$ cat src/rtl/wake_pkg.sv
package wake_pkg;

  typedef enum logic [1:0] {
    MODE_NORMAL   = 2'd0,
    MODE_SILENT   = 2'd1,
    MODE_SLEEP    = 2'd2,
    MODE_FAILSAFE = 2'd3
  } op_mode_e;

  typedef struct packed {
    logic bus;
    logic loc;
    logic uv;
  } wake_src_t;

  typedef enum logic [1:0] {
    FLT_IDLE = 2'd0,
    FLT_HOLD = 2'd1,
    FLT_QUAL = 2'd2,
    FLT_LOCK = 2'd3
  } flt_state_e;

endpackage

$ cat src/rtl/bus_wake_filter.sv
module bus_wake_filter
  import wake_pkg::*;
#(
  parameter int FILT_TICKS = 8
) (
  input  logic clk,
  input  logic rst_n,
  input  logic tick_i,
  input  logic armed_i,
  input  logic line_i,
  output logic req_o
);
  localparam int CW = $clog2(FILT_TICKS + 1);

  flt_state_e    state;
  logic [CW-1:0] cnt;
  logic          line_q;
  logic          req_q;

  always_ff @(posedge clk or negedge rst_n) begin
    if (!rst_n) begin
      state  <= FLT_IDLE;
      cnt    <= '0;
      line_q <= 1'b1;
      req_q  <= 1'b0;
    end else begin
      line_q <= line_i;
      req_q  <= 1'b0;
      if (!armed_i) begin
        state <= FLT_IDLE;
        cnt   <= '0;
      end else begin
        case (state)
          FLT_IDLE: begin
            if (line_q && !line_i) begin
              state <= FLT_HOLD;
              cnt   <= '0;
            end
          end
          FLT_HOLD: begin
            if (line_i) begin
              state <= FLT_IDLE;
            end else if (tick_i) begin
              if (cnt == CW'(FILT_TICKS - 1)) state <= FLT_QUAL;
              else cnt <= cnt + 1'b1;
            end
          end
          FLT_QUAL: begin
            if (line_i) begin
              req_q <= 1'b1;
              state <= FLT_IDLE;
            end
          end
          default: state <= FLT_IDLE;
        endcase
      end
    end
  end

  assign req_o = req_q;

  // a request follows a sampled rising edge of the line
  a_r1_req_on_release: assert property (@(posedge clk) disable iff (!rst_n)
    req_q |-> ($past(line_i) && !$past(line_q)));

  // the request lasts one cycle
  a_r1_single_cycle: assert property (@(posedge clk) disable iff (!rst_n)
    req_q |=> !req_q);

  // qualification only on a tick while the line stays dominant
  a_r2_qual_needs_hold: assert property (@(posedge clk) disable iff (!rst_n)
    (state == FLT_QUAL && $past(state == FLT_HOLD)) |-> ($past(tick_i) && !$past(line_i)));

endmodule

$ cat src/rtl/local_wake_filter.sv
module local_wake_filter
  import wake_pkg::*;
#(
  parameter int FILT_TICKS  = 6,
  parameter int REARM_TICKS = 4
) (
  input  logic clk,
  input  logic rst_n,
  input  logic tick_i,
  input  logic armed_i,
  input  logic pin_i,
  output logic req_o
);
  localparam int MAXT = (FILT_TICKS > REARM_TICKS) ? FILT_TICKS : REARM_TICKS;
  localparam int CW   = $clog2(MAXT + 1);

  flt_state_e    state;
  logic [CW-1:0] cnt;
  logic          pin_q;
  logic          req_q;

  always_ff @(posedge clk or negedge rst_n) begin
    if (!rst_n) begin
      state <= FLT_IDLE;
      cnt   <= '0;
      pin_q <= 1'b1;
      req_q <= 1'b0;
    end else begin
      pin_q <= pin_i;
      req_q <= 1'b0;
      case (state)
        FLT_IDLE: begin
          if (armed_i && pin_q && !pin_i) begin
            state <= FLT_HOLD;
            cnt   <= '0;
          end
        end
        FLT_HOLD: begin
          if (!armed_i || pin_i) begin
            state <= FLT_IDLE;
            cnt   <= '0;
          end else if (tick_i) begin
            if (cnt == CW'(FILT_TICKS - 1)) begin
              req_q <= 1'b1;
              state <= FLT_LOCK;
              cnt   <= '0;
            end else begin
              cnt <= cnt + 1'b1;
            end
          end
        end
        FLT_LOCK: begin
          if (!pin_i) begin
            cnt <= '0;
          end else if (tick_i) begin
            if (cnt == CW'(REARM_TICKS - 1)) begin
              state <= FLT_IDLE;
              cnt   <= '0;
            end else begin
              cnt <= cnt + 1'b1;
            end
          end
        end
        default: state <= FLT_IDLE;
      endcase
    end
  end

  assign req_o = req_q;

  // a request is raised while the pin is still low
  a_r4_req_while_low: assert property (@(posedge clk) disable iff (!rst_n)
    req_q |-> !$past(pin_i));

  // lockout is left only after a high sample on a tick
  a_r5_rearm_on_high: assert property (@(posedge clk) disable iff (!rst_n)
    (state == FLT_IDLE && $past(state == FLT_LOCK)) |-> ($past(pin_i) && $past(tick_i)));

  // no new hold starts straight out of lockout
  a_r5_no_direct_hold: assert property (@(posedge clk) disable iff (!rst_n)
    (state == FLT_HOLD) |-> !$past(state == FLT_LOCK));

endmodule

$ cat src/rtl/wake_src_latch.sv
module wake_src_latch
  import wake_pkg::*;
(
  input  logic      clk,
  input  logic      rst_n,
  input  logic      bus_req_i,
  input  logic      loc_req_i,
  input  logic      uv_i,
  input  logic      clear_i,
  output wake_src_t flags_o
);
  wake_src_t flags_q;

  always_ff @(posedge clk or negedge rst_n) begin
    if (!rst_n) begin
      flags_q <= '0;
    end else if (clear_i) begin
      flags_q <= '0;
    end else begin
      flags_q.bus <= flags_q.bus | bus_req_i;
      flags_q.loc <= flags_q.loc | loc_req_i;
      flags_q.uv  <= flags_q.uv  | uv_i;
    end
  end

  assign flags_o = flags_q;

  // a clear request empties every flag
  a_r11_clear_all: assert property (@(posedge clk) disable iff (!rst_n)
    clear_i |=> (flags_q == '0));

  // the undervoltage flag holds until cleared
  a_r10_uv_sticky: assert property (@(posedge clk) disable iff (!rst_n)
    (flags_q.uv && !clear_i) |=> flags_q.uv);

  // undervoltage input sets the flag
  a_r10_uv_sets: assert property (@(posedge clk) disable iff (!rst_n)
    (uv_i && !clear_i) |=> flags_q.uv);

endmodule

$ cat src/rtl/wake_signal_unit.sv
module wake_signal_unit
  import wake_pkg::*;
#(
  parameter int T_BUS = 8,
  parameter int T_WK  = 6,
  parameter int T_REL = 4
) (
  input  logic       clk,
  input  logic       rst_n,
  input  logic       tick_i,
  input  logic [1:0] mode_i,
  input  logic       en_i,
  input  logic       txd_i,
  input  logic       vs_uv_i,
  input  logic       bus_rx_i,
  input  logic       wake_pin_i,
  output logic       wake_pulse_o,
  output logic       txd_o,
  output logic       txd_oe_o,
  output logic       rxd_o
);
  op_mode_e  mode;
  logic      sleep_ok;
  logic      bus_armed;
  logic      loc_armed;
  logic      bus_req;
  logic      loc_req;
  logic      clear_flags;
  wake_src_t flags;

  assign mode        = op_mode_e'(mode_i);
  assign sleep_ok    = (mode == MODE_SLEEP) && !vs_uv_i;
  assign bus_armed   = ((mode == MODE_SILENT) && txd_i) || sleep_ok;
  assign loc_armed   = (mode == MODE_SILENT) || sleep_ok;
  assign clear_flags = en_i && (mode == MODE_NORMAL);

  bus_wake_filter #(.FILT_TICKS(T_BUS)) u_bus (
    .clk    (clk),
    .rst_n  (rst_n),
    .tick_i (tick_i),
    .armed_i(bus_armed),
    .line_i (bus_rx_i),
    .req_o  (bus_req)
  );

  local_wake_filter #(.FILT_TICKS(T_WK), .REARM_TICKS(T_REL)) u_loc (
    .clk    (clk),
    .rst_n  (rst_n),
    .tick_i (tick_i),
    .armed_i(loc_armed),
    .pin_i  (wake_pin_i),
    .req_o  (loc_req)
  );

  wake_src_latch u_latch (
    .clk      (clk),
    .rst_n    (rst_n),
    .bus_req_i(bus_req),
    .loc_req_i(loc_req),
    .uv_i     (vs_uv_i),
    .clear_i  (clear_flags),
    .flags_o  (flags)
  );

  assign wake_pulse_o = bus_req | loc_req;

  always_comb begin
    txd_oe_o = 1'b0;
    txd_o    = 1'b1;
    rxd_o    = 1'b1;
    case (mode)
      MODE_NORMAL: rxd_o = bus_rx_i;
      MODE_SILENT: rxd_o = 1'b1;
      MODE_SLEEP:  rxd_o = 1'b0;
      default: begin
        txd_oe_o = 1'b1;
        if (flags.bus) begin
          txd_o = 1'b0; rxd_o = 1'b0;
        end else if (flags.loc) begin
          txd_o = 1'b0; rxd_o = 1'b1;
        end else if (flags.uv) begin
          txd_o = 1'b1; rxd_o = 1'b0;
        end
      end
    endcase
  end

  // no wake from Sleep under undervoltage
  a_r6_sleep_uv_blocks: assert property (@(posedge clk) disable iff (!rst_n)
    wake_pulse_o |-> !($past(mode == MODE_SLEEP) && $past(vs_uv_i)));

  // wakes only from the armed low-power modes
  a_r7_armed_modes: assert property (@(posedge clk) disable iff (!rst_n)
    wake_pulse_o |-> ($past(mode == MODE_SILENT) || $past(mode == MODE_SLEEP)));

  // Silent-mode bus wake needs TXD high
  a_r3_silent_txd: assert property (@(posedge clk) disable iff (!rst_n)
    (bus_req && $past(mode == MODE_SILENT)) |-> $past(txd_i));

  // a low TXD code needs a latched wake source
  a_r8_code_source: assert property (@(posedge clk) disable iff (!rst_n)
    (txd_oe_o && !txd_o) |-> (flags.bus || flags.loc));

endmodule

$ cat config.mk
export PLATFORM = sky130hd
export DESIGN_NAME = wake_signal_unit
export DESIGN_NICKNAME = d
export VERILOG_FILES = /design/src/rtl/wake_pkg.sv /design/src/rtl/bus_wake_filter.sv /design/src/rtl/local_wake_filter.sv /design/src/rtl/wake_src_latch.sv /design/src/rtl/wake_signal_unit.sv
export SDC_FILE = /design/constraint.sdc
export NUM_CORES = 1
export LEC_CHECK = 0
export ABC_CLOCK_PERIOD_IN_PS = 3340
export BUFFER_PORTS_ARGS = -buffer_cell sky130_fd_sc_hd__buf_2
export CAP_MARGIN = 20
export CORE_AREA = 2 2 58 60
export CTS_BUF_LIST = sky130_fd_sc_hd__clkbuf_2
export DETAILED_ROUTE_END_ITERATION = 8
export DIE_AREA = 0 0 60 62
export HOLD_SLACK_MARGIN = 0.12
export PLACE_DENSITY_LB_ADDON = 0.2
export SETUP_SLACK_MARGIN = 0.2
export SYNTH_ARGS = -nofsm -noshare
export SYNTH_HDL_FRONTEND = slang
export SYNTH_SLANG_ARGS = --single-unit
export TNS_END_PERCENT = 20
$ cat constraint.sdc
create_clock -name clk -period 3.34 [get_ports clk]
set_clock_uncertainty 0.05 [all_clocks]
set_input_delay 0.334 -clock clk [delete_from_list [all_inputs] [get_ports clk]]
set_output_delay 0.334 -clock clk [all_outputs]
set_load 0.05 [all_outputs]
==> impl.org, run 1 <==
** Status
- Outcome :: complete, no violations

** Power
- For this design the static power due to leakage is 0.5245 nW.
- Internal cell power :: 268.6 uW
- Of the total power, the clock network draws 0.254.
- IR Drop Worst-Case VDD :: 0.1788 mV
- Power spread over the standard cell area amounts to 314.2 mW/mm^2.
- Of the total power, registers draw 0.605.
- Switching share of power :: 0.2823
- Of the total power, combinational logic draws 0.140.
- Power spent charging and discharging nets :: 105.7 uW

** Synth
- Count of different cell masters after synthesis :: 38
- Share of synthesized area occupied by flip-flops and latches :: 0.4404
- Each instance of the synthesized netlist takes up on average 10.08 sq um.
- Yosys printed 0 warnings.
- Number of flops mapped to enable cells by yosys :: 0
- Post-synth design cell area :: 0.001028 sq mm
- Counting flops with an async set or reset pin after synthesis yields a share of 1.000.
- Cell count after synthesis :: 102
- Flops & latches, synth :: 18
- Among all flip-flop cells after synthesis, the most frequent one is dfrtp_1.
- Net count after synthesis :: 117

** Timing
- Tightest Pin Transition :: 405.4 ps
- Finish-stage setup viols :: 0
- The max-slew violation count is 0.
- Setup repair after global routing left no endpoint under its margin.
- Min Tclk post-route :: 1877 ps
- Measured against its own limit, the worst slew margin works out to 0.7297.
- Summed over all failing endpoints, the final setup total negative slack is 0 ps.
- The hold violation total from the final report is 0.
- Part of the cycle the worst path needs :: 0.5620
- Peak clock frequency supported by timing :: 532.7 MHz

** Final layout
- Final non-filler cell area :: 0.001191 sq mm
- The area growth from synthesis to layout is 15.81%.
- Antenna Cells :: 0
- Summing all multi-input logic gate instances after layout gives 551.8 sq um.
- Of the cells placed in the final design, the portion with a size suffix greater than 1 is 0.2750.
- For this run, the share of the core covered by cells in the final layout is 0.3747.
- Counting the fill cells in the layout gives 329.
- # nets final :: 136
- Area occupied by registers :: 452.9 sq um
- Once layout is complete, the cells apart from fillers number 166.

** Worst setup path
- Data arrival at the endpoint of the critical path :: 1490 ps
- Capturing point of the worst reg2reg path :: u_loc.cnt[2]
- Reg2Reg Setup Slack :: 1910 ps
- Launch instance of the worst register-to-register path :: u_loc.cnt[0]
- In this run the worst setup path terminates at rxd_o.
- Buffers and inverters on the worst path :: 3
- CP cell instances :: dlygate4sd3_1 -> buf_2 -> nor2_1 -> a21oi_1 -> buf_2
- The largest single stage delay on the critical path is 520 ps.
- In this run the worst setup path begins at bus_rx_i.
- STA classifies the critical path endpoint as a primary output.
- Most frequent CP cell :: buf_2
- Worst Setup Path Type :: input pin to primary output
- Crit path depth :: 5
- The worst setup path is launched from an input pin.
- Required time reported for the critical path endpoint :: 2960 ps
- Worst path top cell family by delay :: buffers and inverters
- Worst r2r path cells :: 5
- Of all nets on the critical path, the largest fanout is 7.
- Slowest cell on the critical path :: dlygate4sd3_1

** Min path
- The tightest min-delay check is of the input pin to flip-flop type.
- Number of stages on the worst hold path :: 3

** CTS
- The clock reaches the later pin of the worst-skew pair after 300 ps.
- Cts bufs inserted :: 3
- Worst-path clk slew :: 170 ps
- TritonCTS built the clock tree.
- The longest clock path from root to sink contains 2 buffers.
- For this design, the sink count on the clock tree is 18.
- Gates resized, CTS repair :: 0
- CTS placed an instance of clkbuf_2 at the clock tree root.
- CTS built an H-tree with a depth of 1.

** Routing
- Total Routed Length :: 2006 microns
- Number of nets with antenna violations after detailed routing :: 0
- After detailed routing, the number of vias per cell comes to 4.861.
- Total vias in the final route :: 807
- In the final routed layout, each cell accounts on average for 12.08 microns.
- The first detailed-routing pass took 4 iterations.
- The first routing iteration left 31 violations.
- For this run, design rule violations remaining after detail routing come to 0.

** Placement
- Summing all placed instances gives a cell area of 0.001142 sq mm.
- Number of buffer cells added on primary ports :: 13
- Number of placed instances with taps included :: 159
- Final weighted congestion in routability-driven placement :: 0.6992
- HPWL after detailed placement :: 1506 microns

** Floorplan
- The initial utilization of the core area, before any placement, comes to 0.3235.
- After floorplanning, the core was sized to cover 0.003179 sq mm.
- Floorplan row count :: 21
- From left edge to right edge, the die measures 60 microns.
- Chip Height :: 62 microns
- Die Outline Area :: 0.003720 sq mm
- During I/O placement, the number of pins put on the boundary was 14.

** Global route
- Total congestion overflow :: 0
- Wire length of the first global-routing pass :: 3346 microns
- The number of antenna violations at the first check in global routing is 0.
- Entering global routing, the biggest net connects 19 pins.
- For this run, the total global-route usage over all layers was measured as 0.1200.
- Number of global-route vias before repair :: 744

** Flow run
- Number of maximum-capacitance constraint violations :: 0
## placed cells by master (no fill, tap or decap), drive strengths merged
cell / Yosys / routed
dlygate4sd3: 0 / 3
nor3: 3 / 3
and3b: 1 / 1
a32o: 1 / 1
dfstp: 2 / 2
dfrtp: 16 / 16
a21oi: 7 / 7
a22o: 1 / 1
nor2b: 3 / 3
nand3: 5 / 5
clkbuf: 1 / 3
nor3b: 2 / 2
a31oi: 1 / 1
or2: 1 / 1
nor4b: 4 / 4
and2b: 1 / 1
and2: 2 / 2
and4bb: 1 / 1
nand3b: 4 / 4
nor2: 14 / 14
a211oi: 1 / 1
nand2: 7 / 7
nand2b: 2 / 2
ha: 5 / 5
mux2i: 1 / 1
clkinv: 0 / 1
inv: 4 / 4
o211ai: 3 / 3
a21o: 1 / 1
buf: 1 / 13
o21a: 1 / 1
o21ai: 6 / 6
## power groups by stage
| stage | Sequential [mW] | Combinational [mW] | Clock, mW |
|---|---|---|---|
| after floorplan | 0.229 | 0.0300 | 0 |
| after global placement | 0.230 | 0.0499 | 0 |
| after detailed placement | 0.230 | 0.0501 | 0 |
| after CTS | 0.226 | 0.0527 | 0.0997 |
| after global routing | 0.227 | 0.0578 | 0.107 |
| final | 0.227 | 0.0526 | 0.0952 |
## cell usage after synthesis, types with 2 or more instances
cell       n  area share
nor4b_2    3       0.044
o21ai_0    2      0.0097
inv_1      4       0.015
nand3_1    5       0.024
nand2_1    7       0.026
nand3b_1   4       0.029
dfrtp_1   16        0.39
o211ai_1   2       0.015
nor3_2     2       0.019
dfstp_2    2       0.051
ha_1       5       0.061
a21oi_1    5       0.024
nand2b_1   2       0.012
a21oi_2    2       0.017
nor2b_1    3       0.018
o21ai_1    3       0.015
nor2_1    14       0.051
## sequential cells by signal, summed over array words and instances, names as in the netlist
name	count
u_bus.cnt	4
u_latch.flags_o	3
u_bus.state	2
u_loc.req_o	1
u_loc.cnt	3
u_loc.state	2
u_bus.req_o	1
u_loc.pin_q	1
u_bus.line_q	1
## through the flow
stage | hold WS [ps] | power [mW] | setup WS [ps]
floorplan | -11.59 | 0.2587 | 1487
global placement | 247.1 | 0.2801 | 1878
detailed placement | 241.9 | 0.2804 | 1868
CTS | 253.3 | 0.3789 | 1479
global route | 263.2 | 0.3923 | 1389
finish | 262.6 | 0.3743 | 1463
## worst register-to-register path, cell delays in order (launching register included)
cell     delay, ps
dfrtp_1        460
ha_1           200
inv_1           50
ha_1           270
o21ai_1         60
a32o_2         260
## layer usage
metal  track usage  routed length (microns)  vias up
met1        0.1564                      953      382
met2        0.1972                      927       27
met4       0.02540                       12        0
met3       0.03727                      112        2
met5             0                        0        -
li1              -                        -      396
## what timing repair did
item,4_1_cts,5_1_grt
endpoints found under the hold margin,18,0
hold buffers,3,0
setup buffers,0,0
## worst min-delay path by stage
stage | end | from
2_1_floorplan | u_bus.cnt[0] | rst_n
3_3_place_gp | u_loc.cnt[0] | rst_n
3_5_place_dp | u_loc.cnt[1] | rst_n
4_1_cts | u_latch.flags_o[0] | vs_uv_i
5_1_grt | u_latch.flags_o[0] | vs_uv_i
6_report | u_latch.flags_o[0] | vs_uv_i
## area by class of cell
class | instances | area share
clock buffer | 3 | 0.01261
sequential | 18 | 0.3803
timing repair buffer | 16 | 0.07983
tap | 46 | 0.04832
clock inverter | 1 | 0.003151
inverter | 4 | 0.01261
multi-input combinational | 78 | 0.4632
## cells by family (layout without fill, tap and decap cells)
group / Yosys count / count (layout) / synth area share
AND/OR/NAND/NOR: 50 / 50 / 0.3127
multiplexers: 1 / 1 / 0.009733
buffers and inverters: 6 / 24 / 0.02310
flip-flops: 18 / 18 / 0.4404
AO/OA/AOI/OAI: 22 / 22 / 0.1533
adder cells (fa/ha/maj): 5 / 5 / 0.06083
Power figures use the tool's default switching activity.
==> inputs of run 2 (changes only) <==
ABC_CLOCK_PERIOD_IN_PS = 1950   (was 3340)
clock period = 1.95 ns   (was 3.34 ns; I/O delays follow)
==> run 2 against run 1 <==
Largest power group unchanged. Cell count increased by 0.60%. Routed wire length decreased by 1.9%. Highest routed layer unchanged. Worst setup slack got worse by 1100 ps. Sequential power increased by 71%. Die area unchanged. Non-clock buffer count increased by 1. Hold slack got worse by 100 ps. Flip-flop and latch count unchanged. Utilization increased by 0.31 points. Sequential share of layout area decreased by 0.32 points.
==> impl.org, run 2 (synthesis results as in run 1) <==
** Routing
- Average routed wire per standard cell :: 11.78 microns (was 12.08 microns)
- Total vias in the final route :: 804 (was 807)
- Number of DRC violations after detailed routing :: 0 (unchanged)
- The wire length after detailed routing came to 1967 microns (was 2006 microns).
- The per-cell via count in the routed design was 4.814 (was 4.861).
- The violation count after the first detailed-routing iteration came to 22 (was 31).
- Number of nets with antenna violations after detailed routing :: 0 (unchanged)
- Number of iterations in the first detailed-routing pass :: 4 (unchanged)

** Worst setup path
- The worst flop-to-flop path endpoint is u_loc.cnt[1] (was u_loc.cnt[2]).
- CP cell instances :: dlygate4sd3_1 -> buf_2 -> nor2_1 -> a21oi_1 -> buf_2 (unchanged)
- CP startpoint kind :: input pin (unchanged)
- The most frequent cell on the critical path is buf_2 (unchanged).
- Required time reported for the critical path endpoint :: 1700 ps (was 2960 ps)
- The kind of end point of the critical path is a primary output (unchanged).
- The slowest cell on the critical path is dlygate4sd3_1 (unchanged).
- The register-to-register setup slack was 500 ps (was 1910 ps).
- The number of cell instances on the worst register-to-register path was 4 (was 5).
- Maximum net fanout on the critical path :: 7 (unchanged)
- The type of the worst setup path is input pin to primary output (unchanged).
- Critical path's largest stage delay :: 520 ps (about the same)
- Endpoint of the worst setup timing path :: rxd_o (unchanged)
- The worst endpoint data arrival time came to 1360 ps (was 1490 ps).
- Launch instance of the worst register-to-register path :: u_loc.state[0] (was u_loc.cnt[0])
- Source of the critical timing path :: bus_rx_i (unchanged)

** CTS
- TritonCTS clock tree :: built (unchanged)
- The post-CTS repair timing setup buffer count is 0 (unchanged).
- CTS HTree Levels :: 1 (unchanged)
- The number of buffers created by CTS came to 3 (unchanged).
- CTS Root Buffer Type :: clkbuf_2 (unchanged)
- The CTS sink count is 18 (unchanged).
- The clock insertion delay at the later pin of the skew report was 290 ps (was 300 ps).
- The clock-pin slew on the worst setup and hold paths came to 170 ps (about the same).
- The maximum clock insertion buffer count came to 2 (unchanged).

** Floorplan
- Floorplan row count :: 21 (unchanged)
- Die width :: 60 microns (unchanged)
- Chip Height :: 62 microns (unchanged)
- The area of the die is 0.003720 sq mm (unchanged).
- The placeable core region is 0.003179 sq mm (unchanged).
- Starting Density :: 0.3235 (unchanged)
- The I/O pin count is 14 (unchanged).

** Power
- The internal power of the cells is 461.4 uW (was 268.6 uW).
- The fraction of power consumed by the clock network came to 0.251 (was 0.254).
- Power spent charging and discharging nets :: 177.8 uW (was 105.7 uW)
- Switching share of power :: 0.2781 (was 0.2823)
- The power density relative to cell area was 532.1 mW/mm^2 (was 314.2 mW/mm^2).
- The combinational power share was 0.143 (was 0.140).
- Static leakage power :: 0.5287 nW (was 0.5245 nW)
- The maximum vdd ir drop came to 0.2024 mV (was 0.1788 mV).
- The proportion of power drawn by flip-flops and latches came to 0.606 (was 0.605).

** Timing
- Based on the critical path, the design can be clocked at up to 623.4 MHz.
- Part of the cycle the worst path needs :: 0.8227
- The worst relative slew slack was 0.7204 (was 0.7297).
- Tightest Pin Transition :: 419.4 ps (was 405.4 ps)
- The hold violation total from the final report was 0 (unchanged).
- Count of final max-slew check failures :: 0 (unchanged)
- Setup Total Neg Slack :: 0 ps (unchanged)
- After layout, the minimum clock period comes to 1604 ps.
- The number of setup violations in the final report came to 0 (unchanged).
- RSZ-0062 raised after global routing: no (unchanged).

** Flow run
- Number of maximum-capacitance constraint violations :: 0 (unchanged)

** Global route
- The number of antenna violations at the first check in global routing came to 0 (unchanged).
- Maximum number of pins on one net before global-route repair :: 19 (unchanged)
- Global-route usage over all layers :: 0.1210 (was 0.1200)
- The global-route wire length before repair came to 3346 microns (unchanged).
- Number of global-route vias before repair :: 773 (was 744)
- Total congestion overflow :: 0 (unchanged)

** Status
- Outcome: complete, no violations (unchanged).

** Final layout
- Area occupied by registers :: 452.9 sq um (unchanged)
- The most frequent standard cell in the layout excluding fill and tap cells is dfrtp_1 (unchanged).
- The final design utilization came to 0.3778 (was 0.3747).
- Share of layout cells above drive strength 1 :: 0.2727 (was 0.2750)
- Combined area of the multi-input logic cells :: 551.8 sq um (unchanged)
- The count of inserted antenna diode cells came to 0 (unchanged).
- Most frequent cells in the layout :: 16 x dfrtp_1, 14 x nor2_1, 13 x buf_2, 7 x nand2_1 (unchanged)
- The layout net count was 137 (was 136).
- Largest register by flop count :: u_bus.cnt (unchanged)
- The relative area change from synthesis to final layout is 16.79% (was 15.81%).
- The flip-flop count of the largest register, all copies and words added was 4 (unchanged).
- The number of filler instances in the final layout came to 323 (was 329).

** Placement
- The weighted congestion at the end of routability-driven global placement is 0.8101 (was 0.6992).
- Number of buffer cells added on primary ports :: 13 (unchanged)
- The placed wire-length estimate after detailed placement was 1467 microns (was 1506 microns).

** Min path
- The path class of the lowest-slack min-delay path was input pin to flip-flop (unchanged).
-- run 2: cell types whose count changed in the layout (fill, tap and decap cells not counted) --
cell | previous run | this run
dlygate4sd3_1 | 3 | 4
-- run 2: worst min path at each step --
stage               from                  to  slack, ps  cells past startpoint
2_1_floorplan      rst_n        u_bus.cnt[0]       -150                      0
3_3_place_gp       rst_n        u_loc.cnt[2]        110                      1
3_5_place_dp       rst_n        u_loc.cnt[2]        110                      1
4_1_cts        mode_i[1]  u_latch.flags_o[1]        150                      3
5_1_grt        mode_i[1]  u_latch.flags_o[1]        150                      3
6_report       mode_i[1]  u_latch.flags_o[1]        160                      3
-- run 2: stage by stage --
stage	total power, mW	cells	instance area [sq um]	hold WS (ps)	setup slack (ps)
floorplan	0.4431	102	1028	-150.6	235.6
global placement	0.4800	159	1142	113.0	533.4
detailed placement	0.4806	159	1142	110.9	550.2
CTS	0.6540	167	1201	148.8	349.9
global route	0.6893	167	1201	151.6	246.8
finish	0.6392	167	1201	162.6	345.8
-- run 2: layout make-up --
| cell class | instances | share of cell area |
|---|---|---|
| clock buffers | 3 | 0.01250 |
| clock inverters | 1 | 0.003125 |
| well taps | 46 | 0.04792 |
| multi-input cells | 78 | 0.4594 |
| inverters | 4 | 0.01250 |
| repair buffers | 17 | 0.08750 |
| flip-flops and latches | 18 | 0.3771 |
-- run 2: worst max-delay path, delay by kind of cell --
kind | cells | cell delay [ps]
buffers and inverters | 3 | 980
and+or+nand+nor | 1 | 70
AOI/OAI and AO/OA | 1 | 110
-- run 2: power groups by stage --
stage          logic [mW]  clock network (mW)  registers (mW)
4_1_cts            0.0929               0.173           0.388
6_report           0.0912               0.160           0.388
2_1_floorplan      0.0513                   0           0.392
3_5_place_dp       0.0864                   0           0.394
5_1_grt             0.102               0.198           0.389
3_3_place_gp       0.0860                   0           0.394
-- run 2: routing by layer --
metal | track usage | vias up | share of wire
met5 | 0 | - | 0
met1 | 0.1590 | 384 | 0.49
met2 | 0.1957 | 14 | 0.46
met4 | 0.04762 | 0 | 0.016
met3 | 0.02484 | 4 | 0.030
li1 | - | 402 | -
-- run 2: repair_timing --
| action | 4_1_cts | 5_1_grt |
|---|---|---|
| setup endpoints to repair | 0 | 0 |
| gates resized for setup | 0 | 0 |
| endpoints found under the hold margin | 23 | 0 |
| hold buffers | 4 | 0 |
==> inputs of run 3 (changes only) <==
ABC_AREA = 1   (was default)
ABC_CLOCK_PERIOD_IN_PS = 1450   (was 1950)
CORE_AREA = 2 2 59 61   (was 2 2 58 60)
DIE_AREA = 0 0 61 63   (was 0 0 60 62)
clock period = 1.45 ns   (was 1.95 ns; I/O delays follow)
==> run 3 against run 2 <==
First-iteration DRC count grew 120%. Die area rose by 3.3%. Register-to-register slack got worse by 490 ps. Area after synthesis increased by 6.4%. Cell count increased by 38%. Global-route usage increased by 2.4 points. Worst setup slack worse by 340 ps. Clock power up 35%. Hold slack got worse by 5.7 ps. Synthesized cell count rose by 47%.
==> impl.org, run 3 <==
** Floorplan
- Die Outline Area :: 0.003843 sq mm (was 0.003720 sq mm)
- The placeable core region was 0.003232 sq mm (was 0.003179 sq mm).
- The floorplan row count came to 21 (unchanged).
- Chip Height :: 63 microns (was 62 microns)
- I/O pin count :: 14 (unchanged)
- The initial standard-cell utilization of the core was 0.3388 (was 0.3235).
- Die width :: 61 microns (was 60 microns)

** Timing
- RSZ-0062 raised after global routing :: yes (was no)
- The least setup slack across all paths after layout came to 5.841 ps (was 345.8 ps).
- Dividing the final minimum period by the clock period gives 0.9960.
- The transition time at the pin with the least slew margin is 414.3 ps (was 419.4 ps).
- Derived from the worst setup path, the maximum achievable clock frequency is 692.4 MHz.
- Number of hold-slack violations in the final timing report :: 0 (unchanged)
- The number of setup violations in the final report came to 0 (unchanged).
- The accumulated negative setup slack was 0 ps (unchanged).
- Count of final max-slew check failures :: 0 (unchanged)
- Worst-case headroom to the max-slew limit :: 0.7238 (was 0.7204)
- Min Tclk post-route :: 1444 ps

** Synth
- Fraction of synthesized cell area taken by the top area cell type :: 0.3657 (was 0.3893)
- The mean instance size in the synthesized netlist is 7.299 sq um (was 10.08 sq um).
- The most instantiated flip-flop cell in the synthesis netlist was dfrtp_1 (unchanged).
- Number of flops mapped to enable cells by yosys :: 0 (unchanged)
- The number of distinct standard cells referenced by the synthesized netlist came to 23 (was 38).
- Most common library cells after synthesis :: 45 x nand2_1, 17 x inv_1, 16 x dfrtp_1 (was 16 x dfrtp_1, 14 x nor2_1, 7 x nand2_1)
- Number of warnings printed during yosys synthesis :: 0 (unchanged)
- The most frequent cell after synthesis is nand2_1 (was dfrtp_1).
- The sequential element share of the synthesized area is 0.4137 (was 0.4404).
- Async set-or-reset flop fraction in the synthesized netlist :: 1.000 (unchanged)
- Largest cells by area after synthesis :: dfrtp_1 37%, nand2_1 15%, inv_1 5.8%, ha_1 5.7%, nand4_1 5.1% (was dfrtp_1 39%, ha_1 6.1%, dfstp_2 5.1%, nor2_1 5.1%, nor4b_2 4.4%)
- Flops & latches, synth :: 18 (unchanged)
- The number of nets produced by synthesis was 165 (was 117).
- The post-synthesis cell area was 0.001095 sq mm (was 0.001028 sq mm).
- The number of standard cells after synthesis was 150 (was 102).
- The largest area contributor in the synthesized netlist is dfrtp_1 (unchanged).

** Final layout
- Utilization after layout :: 0.4688 (was 0.3778)
- The register bank with the most flops is u_bus.cnt (unchanged).
- Flip-flop count of the largest register after layout :: 4 (unchanged)
- Most frequent standard cell in the layout excluding fill and tap cells :: nand2_1 (was dfrtp_1)
- The layout net count came to 202 (was 137).
- The fraction of final layout cells sized beyond drive strength 1 was 0.3514 (was 0.2727).
- Antenna Cells :: 0 (unchanged)
- The design area was 0.001515 sq mm (was 0.001201 sq mm).
- The number of filler instances in the final layout was 321 (was 323).
- Area occupied by registers :: 452.9 sq um (unchanged)
- The area of the multi-input gates was 640.6 sq um (was 551.8 sq um).
- Most frequent cells in the layout :: 38 x nand2_1, 16 x dfrtp_1, 15 x inv_1, 11 x nor2_1, 10 x buf_2 (was 16 x dfrtp_1, 14 x nor2_1, 13 x buf_2, 7 x nand2_1)
- Relative area change from synthesis to final layout :: 38.40% (was 16.79%)

** CTS
- CTS HTree Levels :: 1 (unchanged)
- CTS Root Buffer Type :: clkbuf_2 (unchanged)
- The clock-pin slew on the worst setup and hold paths is 180 ps (was 170 ps).
- TritonCTS clock tree :: built (unchanged)
- Latest clock arrival within the worst-skew pair :: 310 ps (was 290 ps)
- Cts bufs inserted :: 3 (unchanged)
- CTS Sinks :: 18 (unchanged)
- Maximum count of clock buffers along a single path :: 2 (unchanged)

** Global route
- The via count of the first global-routing pass was 1065 (was 773).
- GR Util met3 :: 0.02692 (was 0.02484)
- Wire length of the first global-routing pass :: 4284 microns (was 3346 microns)
- The global-route met2 utilization came to 0.2406 (was 0.1957).
- The total routing usage reported by global routing came to 0.1450 (was 0.1210).
- The met1 usage in global routing is 0.1740 (was 0.1590).
- The number of antenna violations at the first check in global routing was 0 (unchanged).
- Busiest grt layer :: met2 (unchanged)
- The largest net degree at the start of global routing is 19 (unchanged).
- The residual overflow from global routing came to 0 (unchanged).

** Routing
- Post-DR vias/cell :: 4.736 (was 4.814)
- Total Routed Length :: 2595 microns (was 1967 microns)
- The count of TritonRoute iterations in the first routing pass was 4 (unchanged).
- Number of DRC violations after detailed routing :: 0 (unchanged)
- The via count of the routed design is 1094 (was 804).
- Number of DRC violations after detailed-routing iteration 0 :: 49 (was 22)
- Average routed wire per standard cell :: 11.23 microns (was 11.78 microns)
- Number of nets with antenna violations after detailed routing :: 0 (unchanged)

** Placement
- The post-place setup slack is 5.902 ps (was 550.2 ps).
- The count of buffers from port buffering came to 13 (unchanged).
- The placed wire-length estimate after detailed placement is 1771 microns (was 1467 microns).
- The area after detailed placement came to 0.001254 sq mm (was 0.001142 sq mm).
- Final weighted congestion in routability-driven placement :: 0.8473 (was 0.8101)

** Worst setup path
- Slowest cell on the critical path :: dfrtp_1 (was dlygate4sd3_1)
- CP cell instances :: buf_6 -> ha_4 -> ha_4 -> or2_0 -> a21oi_1 -> nand2_1 -> nand2_1 (was dlygate4sd3_1 -> buf_2 -> nor2_1 -> a21oi_1 -> buf_2)
- Critical path's largest stage delay :: 440 ps (was 520 ps)
- The type of the worst setup path is flip-flop to flip-flop (was input pin to primary output).
- The maximum fanout encountered on the critical timing path is 3 (was 7).
- The kind of end point of the critical path was a flip-flop (was primary output).
- The type of origin of the critical path is a flip-flop (was input pin).
- Data arrival at the endpoint of the critical path :: 1650 ps (was 1360 ps)
- The required arrival time at the worst endpoint was 1650 ps (was 1700 ps).

** Power
- Static leakage power :: 0.7878 nW (was 0.5287 nW)
- The maximum vdd ir drop was 0.3368 mV (was 0.2024 mV).
- Cell Pwr Density :: 777.6 mW/mm^2 (was 532.1 mW/mm^2)
- Sum of internal, switching and leakage power :: 1.178 mW (was 639.2 uW)

** Status
- Outcome :: complete, no violations (unchanged)

** Flow run
- Number of maximum-capacitance constraint violations :: 0 (unchanged)

** Min path
- The path class of the lowest-slack min-delay path was input pin to flip-flop (unchanged).
[run 3: changes by cell type in the layout (fill, tap and decap cells not counted), moves of 7 or more]
cell / change
nand2_1: +31
inv_1: +11
inv_2: +9
nand2_2: +9
nand4_1: +9
buf_4: +8
buf_6: +7
[run 3: kinds of logic (layout without fill, tap and decap cells)]
group,after synthesis,in the layout,share of synthesized area
buffers and inverters,24,59,0.08229
DFF,18,18,0.4137
and+or+nand+nor,88,88,0.3657
adders and majority gates,5,5,0.05714
xor gates and xnor gates,2,2,0.01600
AOI/OAI and AO/OA,13,13,0.06514
[run 3: power by group]
group	internal, mW	switching [mW]	total (mW)
Clock	0.0564	0.160	0.216
Combinational	0.150	0.236	0.386
Sequential	0.536	0.0403	0.576
Total	0.742	0.436	1.18
[run 3: path summary, 6_finish.rpt]
kind	slack (ps)	depth (start not counted)	end	from
hold / removal	160	5	u_latch.flags_o[1]	mode_i[0]
setup reg to reg	6	7	u_loc.cnt[1]	u_loc.cnt[1]
max in group asynchronous	790	2	u_bus.line_q	rst_n
setup / recovery	6	7	u_loc.cnt[1]	u_loc.cnt[1]
hold reg to reg	480	2	u_latch.flags_o[1]	u_loc.req_o
min in group asynchronous	210	2	u_latch.flags_o[1]	rst_n
[run 3: per-layer routing]
layer / wire [microns] / share of wire
met1: 1186 / 0.46
met2: 1278 / 0.49
met3: 110 / 0.042
met4: 20 / 0.0077
met5: 0 / 0
[run 3: final cells by class]
type	count	share of cell area
Clock buffer	3	0.009909
Inverter	24	0.05946
Multi-Input combinational cell	108	0.4228
Sequential cell	18	0.2989
Tap cell	46	0.03799
Timing Repair Buffer	32	0.1709
[run 3: worst max-delay path: cells and delay by family, from the launching register on]
kind / cells / cell delay, ps
buffers and inverters: 1 / 130
flip-flops: 1 / 440
adder cells (fa/ha/maj): 2 / 310
AND/OR/NAND/NOR: 3 / 320
AO/OA/AOI/OAI: 1 / 140
[run 3: timing repair]
action / in CTS / in global routing
hold endpoints to repair: 27 / 0
setup endpoints to repair: 14 / 15
resized for setup: 7 / 28
pin swaps: 7 / 8
setup buffers: 4 / 5
hold buffers: 7 / 0
[run 3: metrics by stage]
| step | instances | hold slack (ps) |
|---|---|---|
| 3_5_place_dp | 212 | 51.39 |
| 3_3_place_gp | 212 | 53.24 |
| 6_report | 231 | 157.0 |
| 5_1_grt | 231 | 184.2 |
| 2_1_floorplan | 150 | -200.6 |
| 4_1_cts | 226 | 151.3 |
